--- src/rtl/irq_pkg.sv ---
package irq_pkg;
   // sticky flag slots inside the controller
   localparam int N_STICKY   = 3;
   localparam int STK_RECON  = 0;
   localparam int STK_EXCNAK = 1;
   localparam int STK_NEWID  = 2;
   // number of interrupt-capable sources
   localparam int N_SRC      = 5;
endpackage

--- src/rtl/irq_mask_reg.sv ---
module irq_mask_reg #(
   parameter int                W        = 8,
   parameter logic [W-1:0]      KEEP     = '1
) (
   input  logic         clk,
   input  logic         rst_n,
   input  logic         we,
   input  logic [W-1:0] wdata,
   output logic [W-1:0] q
);
   always_ff @(posedge clk or negedge rst_n) begin
      if (!rst_n)  q <= '0;
      else if (we) q <= wdata & KEEP;
   end
endmodule

--- src/rtl/irq_sticky.sv ---
module irq_sticky (
   input  logic clk,
   input  logic rst_n,
   input  logic set,
   input  logic clr,
   output logic q
);
   // a new event outranks a clear in the same cycle
   always_ff @(posedge clk or negedge rst_n) begin
      if (!rst_n)   q <= 1'b0;
      else if (set) q <= 1'b1;
      else if (clr) q <= 1'b0;
   end
endmodule

--- src/rtl/irq_out_reg.sv ---
module irq_out_reg #(
   parameter int W = 8
) (
   input  logic         clk,
   input  logic         rst_n,
   input  logic [W-1:0] status,
   input  logic [W-1:0] mask,
   output logic         irq
);
   logic hit;
   assign hit = |(status & mask);

   always_ff @(posedge clk or negedge rst_n) begin
      if (!rst_n) irq <= 1'b0;
      else        irq <= hit;
   end
endmodule

--- src/rtl/irq_mask_ctrl.sv ---
module irq_mask_ctrl
   import irq_pkg::*;
#(
   parameter int DATA_W     = 8,
   parameter int POS_TA     = 0,
   parameter int POS_RI     = 1,
   parameter int POS_RECON  = 2,
   parameter int POS_EXCNAK = 3,
   parameter int POS_NEWID  = 4
) (
   input  logic              clk,
   input  logic              rst_n,
   input  logic              rx_inhibit_i,
   input  logic              tx_avail_i,
   input  logic              recon_evt_i,
   input  logic              excnak_evt_i,
   input  logic              newid_evt_i,
   input  logic              mask_we_i,
   input  logic [DATA_W-1:0] mask_wdata_i,
   input  logic              clr_flags_i,
   input  logic              por_clr_flags_i,
   input  logic              nextid_rd_i,
   output logic [DATA_W-1:0] mask_o,
   output logic [DATA_W-1:0] status_o,
   output logic              irq_o
);
   localparam logic [DATA_W-1:0] ONE      = 1;
   localparam logic [DATA_W-1:0] DEF_BITS = (ONE << POS_TA) | (ONE << POS_RI)
                                          | (ONE << POS_RECON) | (ONE << POS_EXCNAK)
                                          | (ONE << POS_NEWID);

   // elaboration-time parameter checks
   if (DATA_W < N_SRC) begin : g_bad_width
      $error("irq_mask_ctrl: DATA_W too small for all sources");
   end
   if (POS_TA >= DATA_W || POS_RI >= DATA_W || POS_RECON >= DATA_W
       || POS_EXCNAK >= DATA_W || POS_NEWID >= DATA_W) begin : g_bad_pos
      $error("irq_mask_ctrl: source position outside data word");
   end
   if ($countones(DEF_BITS) != N_SRC) begin : g_dup_pos
      $error("irq_mask_ctrl: source positions overlap");
   end

   // mask register, undefined bits forced to zero
   irq_mask_reg #(.W(DATA_W), .KEEP(DEF_BITS)) u_mask (
      .clk   (clk),
      .rst_n (rst_n),
      .we    (mask_we_i),
      .wdata (mask_wdata_i),
      .q     (mask_o)
   );

   // sticky event flags, each with its own clear source
   logic [N_STICKY-1:0] stk_set, stk_clr, stk_q;
   always_comb begin
      stk_set             = '0;
      stk_clr             = '0;
      stk_set[STK_RECON]  = recon_evt_i;
      stk_clr[STK_RECON]  = clr_flags_i;
      stk_set[STK_EXCNAK] = excnak_evt_i;
      stk_clr[STK_EXCNAK] = por_clr_flags_i;
      stk_set[STK_NEWID]  = newid_evt_i;
      stk_clr[STK_NEWID]  = nextid_rd_i;
   end

   for (genvar i = 0; i < N_STICKY; i++) begin : g_stk
      irq_sticky u_flag (
         .clk   (clk),
         .rst_n (rst_n),
         .set   (stk_set[i]),
         .clr   (stk_clr[i]),
         .q     (stk_q[i])
      );
   end

   // status word: live levels plus sticky flags
   always_comb begin
      status_o             = '0;
      status_o[POS_TA]     = tx_avail_i;
      status_o[POS_RI]     = rx_inhibit_i;
      status_o[POS_RECON]  = stk_q[STK_RECON];
      status_o[POS_EXCNAK] = stk_q[STK_EXCNAK];
      status_o[POS_NEWID]  = stk_q[STK_NEWID];
   end

   irq_out_reg #(.W(DATA_W)) u_irq (
      .clk    (clk),
      .rst_n  (rst_n),
      .status (status_o),
      .mask   (mask_o),
      .irq    (irq_o)
   );
endmodule

--- config.mk ---
export PLATFORM = sky130hd
export DESIGN_NAME = irq_mask_ctrl
export DESIGN_NICKNAME = d
export VERILOG_FILES = /design/src/rtl/irq_pkg.sv /design/src/rtl/irq_mask_reg.sv /design/src/rtl/irq_sticky.sv /design/src/rtl/irq_out_reg.sv /design/src/rtl/irq_mask_ctrl.sv
export SDC_FILE = /design/constraint.sdc
export NUM_CORES = 1
export LEC_CHECK = 0
export BUFFER_PORTS_ARGS = -buffer_cell sky130_fd_sc_hd__buf_2
export CORE_AREA = 2 2 39 41
export DETAILED_ROUTE_END_ITERATION = 7
export DIE_AREA = 0 0 41 43
export GPL_TIMING_DRIVEN = 0
export PLACE_DENSITY = 0.73
export SLEW_MARGIN = 20
export SYNTH_ARGS = -nofsm -noshare
export SYNTH_HDL_FRONTEND = slang
export SYNTH_SLANG_ARGS = --single-unit
--- constraint.sdc ---
create_clock -name clk -period 1.1 [get_ports clk]
set_input_delay 0 -clock clk [delete_from_list [all_inputs] [get_ports clk]]
set_output_delay 0 -clock clk [all_outputs]
set_load 0.02 [all_outputs]
==> out/metrics.cfg <==
[run_status]
outcome=finished, final reports clean

[cts]
clk_pin_slew_worst_paths_ns=0.06
clock_latency_ns=0.25
root_buffer=sky130_fd_sc_hd__clkbuf_4
cts_repair_resize_count=0
clock_sinks=9
tritoncts.num_buffers=3
clockBufferDepth=2
cts_tree=built
htree_levels=1

[setup_path]
timing.critical_path.slowest_cell_delay_ns=0.40
cpLargestDelayFamily=flip-flops
rr_endpoint=u_irq.irq$_DFF_PN0_
reg2reg_slack_ns=0.13
worst_setup_path_start_kind=flip-flop
critical_path_arrival_ns=1.09
timing.critical_path.from=g_stk[1].u_flag.q$_DFFE_PN0P_
crit_slowest_cell=sky130_fd_sc_hd__dfrtp_1
worst_r2r_startpoint=g_stk[1].u_flag.q$_DFFE_PN0P_
critical_path_class=reg -> reg
timing.critical_path.required_ns=1.22
crit_cells=2
path_cells=a222oi_1 -> nand2_1
worstSetupEndpointType=flip-flop
largest_fanout_on_the_critical_path=3
worstPathBufferInverterCount=0
worstRegToRegCells=2
timing.critical_path.to=u_irq.irq$_DFF_PN0_

[power_and_ir_drop]
power.leakage_uw=0.0003988
worst_vdd_rail_ir_drop_v=0.0005170
fin_total_pwr_uw=858.9
cellPowerDensity_mw_per_mm2=1161

[route]
finalWirelength_um=861
route.detailed.vias_per_inst=3.847
drt_pass1_iterations=4
ant_nets=0
vias=377
detail_route.iter0.violations=4
wire_length_per_cell_after_detailed_routing_um=8.786
drc_errors=0

[yosys]
ys.warnings.count=0
syn_inst_count=35
synth.yosys.seq_area_share_pct=53.10
netlist-cell-type-count=10
ys_seq_elements=9
synth_area_per_cell_um2=12.12
syn_area_um2=424.2

[finish]
area_growth_syn_to_layout_pct=74.34
post_route_cells_drive_above_1_share_pct=56.10
layout.cells.non_filler=98
final_core_util_pct=53.44
n_antenna_cell=0
multi_input_area_um2=123.9
post-route-cell-area_um2=739.5
nFillCells=127
layout.nets=102
seq_area_um2=225.2

[timing]
rsz_0062_raised_after_global_routing=false
setup_tns_ns=0
maxClockFrequency_mhz=1032
slew_violations=0
min_period_over_period_pct=88.09
clock-skew-final_ns=0.001153
final-setup-viol-count=0
final_period_minus_worst_setup_slack_ns=0.9689
final_hold_viol_count=0

[floorplanning]
fp.dieArea_mm2=0.001763
initial_core_util_pct=30.65
pin_count=36
std_cell_rows=14
fp.dieH_um=43
die_width_um=41
core_footprint_mm2=0.001384

[placed_design]
placement.io_buffers=26
rd_place_congestion=0.7139
placed_area_um2=593.1
dp_hpwl_um=655.9
dpl.cell_count=82

[hold_path]
worst_hold_path_type=in -> reg

[global_routing]
antenna_found_initial=0
grt_pass1_vias=357
grt_start_max_net_pins=10
gr-total-overflow=0
groute.usage.overall_pct=11.57
grt_pass1_wl_um=1345

[run]
max-cap-violations=0

-- tightest hold or removal path, delay by kind of cell --
kind,cells,cell delay (ns)
buffers and inverters,2,0.14
AO/OA/AOI/OAI,1,0.10
-- routing by layer --
| layer | up-vias | wire length [µm] | track usage (%) |
|---|---|---|---|
| met3 | 0 | 72 | 4.712 |
| met4 | 0 | 0 | 4.000 |
| li1 | 194 | - | - |
| met2 | 15 | 489 | 20.94 |
| met5 | - | 0 | 0 |
| met1 | 168 | 299 | 10.67 |
-- power breakdown --
part	leakage (µW)	total [µW]	switching, µW	internal [µW]
clock	0.0000150	242	103	139
combinational	0.000283	235	111	124
sequential	0.000101	382	20.9	361
-- flip-flops by register name (all words and copies together), names as in the netlist --
signal          count
u_irq.irq           1
g_stk.u_flag.q      3
u_mask.q            5
-- cell usage in the layout (no fill, tap or decap) --
cell type / count
sky130_fd_sc_hd__clkbuf_4: 3
sky130_fd_sc_hd__buf_2: 26
sky130_fd_sc_hd__a22oi_1: 1
sky130_fd_sc_hd__a21o_2: 1
sky130_fd_sc_hd__inv_1: 3
sky130_fd_sc_hd__a21o_1: 2
sky130_fd_sc_hd__clkbuf_1: 1
sky130_fd_sc_hd__nand2_1: 1
sky130_fd_sc_hd__dlygate4sd3_1: 12
sky130_fd_sc_hd__dfrtp_1: 9
sky130_fd_sc_hd__a222oi_1: 1
sky130_fd_sc_hd__conb_1: 6
sky130_fd_sc_hd__mux2_2: 5
sky130_fd_sc_hd__buf_4: 11
-- layout make-up --
type | instances | share of cell area, %
Sequential cell | 9 | 30.46
Timing Repair Buffer | 38 | 33.84
Buffer | 11 | 11.17
Multi-Input combinational cell | 17 | 16.75
Inverter | 3 | 1.523
Clock buffer | 4 | 3.553
Tap cell | 16 | 2.707
-- metrics by stage --
stage          hold WS [ns]  setup WS [ns]
4_1_cts            0.006751         0.1161
6_report            0.02285         0.1311
2_1_floorplan       -0.2956         0.1452
3_3_place_gp        -0.1426         0.1291
3_5_place_dp        -0.1432         0.1251
5_1_grt             0.03099         0.1084
-- logic make-up (layout without fill, tap and decap cells) --
logic type / Yosys count / in the layout / share of synthesized area (%)
compound gates: 5 / 5 / 9.735
mux: 5 / 5 / 13.27
simple gates: 1 / 1 / 0.8841
other cells: 1 / 6 / 0.8841
flops: 9 / 9 / 53.10
buf+inv: 14 / 56 / 22.12
-- Yosys cell counts --
cell type,n,area (µm²)
sky130_fd_sc_hd__buf_4,11,82.58
sky130_fd_sc_hd__dfrtp_1,9,225.2
sky130_fd_sc_hd__mux2_2,5,56.30
sky130_fd_sc_hd__inv_1,3,11.26
sky130_fd_sc_hd__a21o_1,2,15.01
sky130_fd_sc_hd__a21o_2,1,8.760
sky130_fd_sc_hd__a222oi_1,1,10.01
sky130_fd_sc_hd__a22oi_1,1,7.510
sky130_fd_sc_hd__conb_1,1,3.750
sky130_fd_sc_hd__nand2_1,1,3.750
-- what timing repair did --
action / 4_1_cts / 5_1_grt
setup buffers: 0 / 0
hold buffers: 12 / 0
endpoints found under the hold margin: 18 / 0
-- worst min path at each step --
stage | from | to | slack, ns | cells after the start
global route | por_clr_flags_i | g_stk[1].u_flag.q$_DFFE_PN0P_ | 0.03 | 3
global placement | rst_n | g_stk[2].u_flag.q$_DFFE_PN0P_ | -0.14 | 1
CTS | nextid_rd_i | g_stk[2].u_flag.q$_DFFE_PN0P_ | 0.007 | 3
finish | nextid_rd_i | g_stk[2].u_flag.q$_DFFE_PN0P_ | 0.02 | 3
detailed placement | rst_n | g_stk[1].u_flag.q$_DFFE_PN0P_ | -0.14 | 1
floorplan | rst_n | g_stk[0].u_flag.q$_DFFE_PN0P_ | -0.30 | 0
No activity file was read; power rests on OpenSTA's default activity.
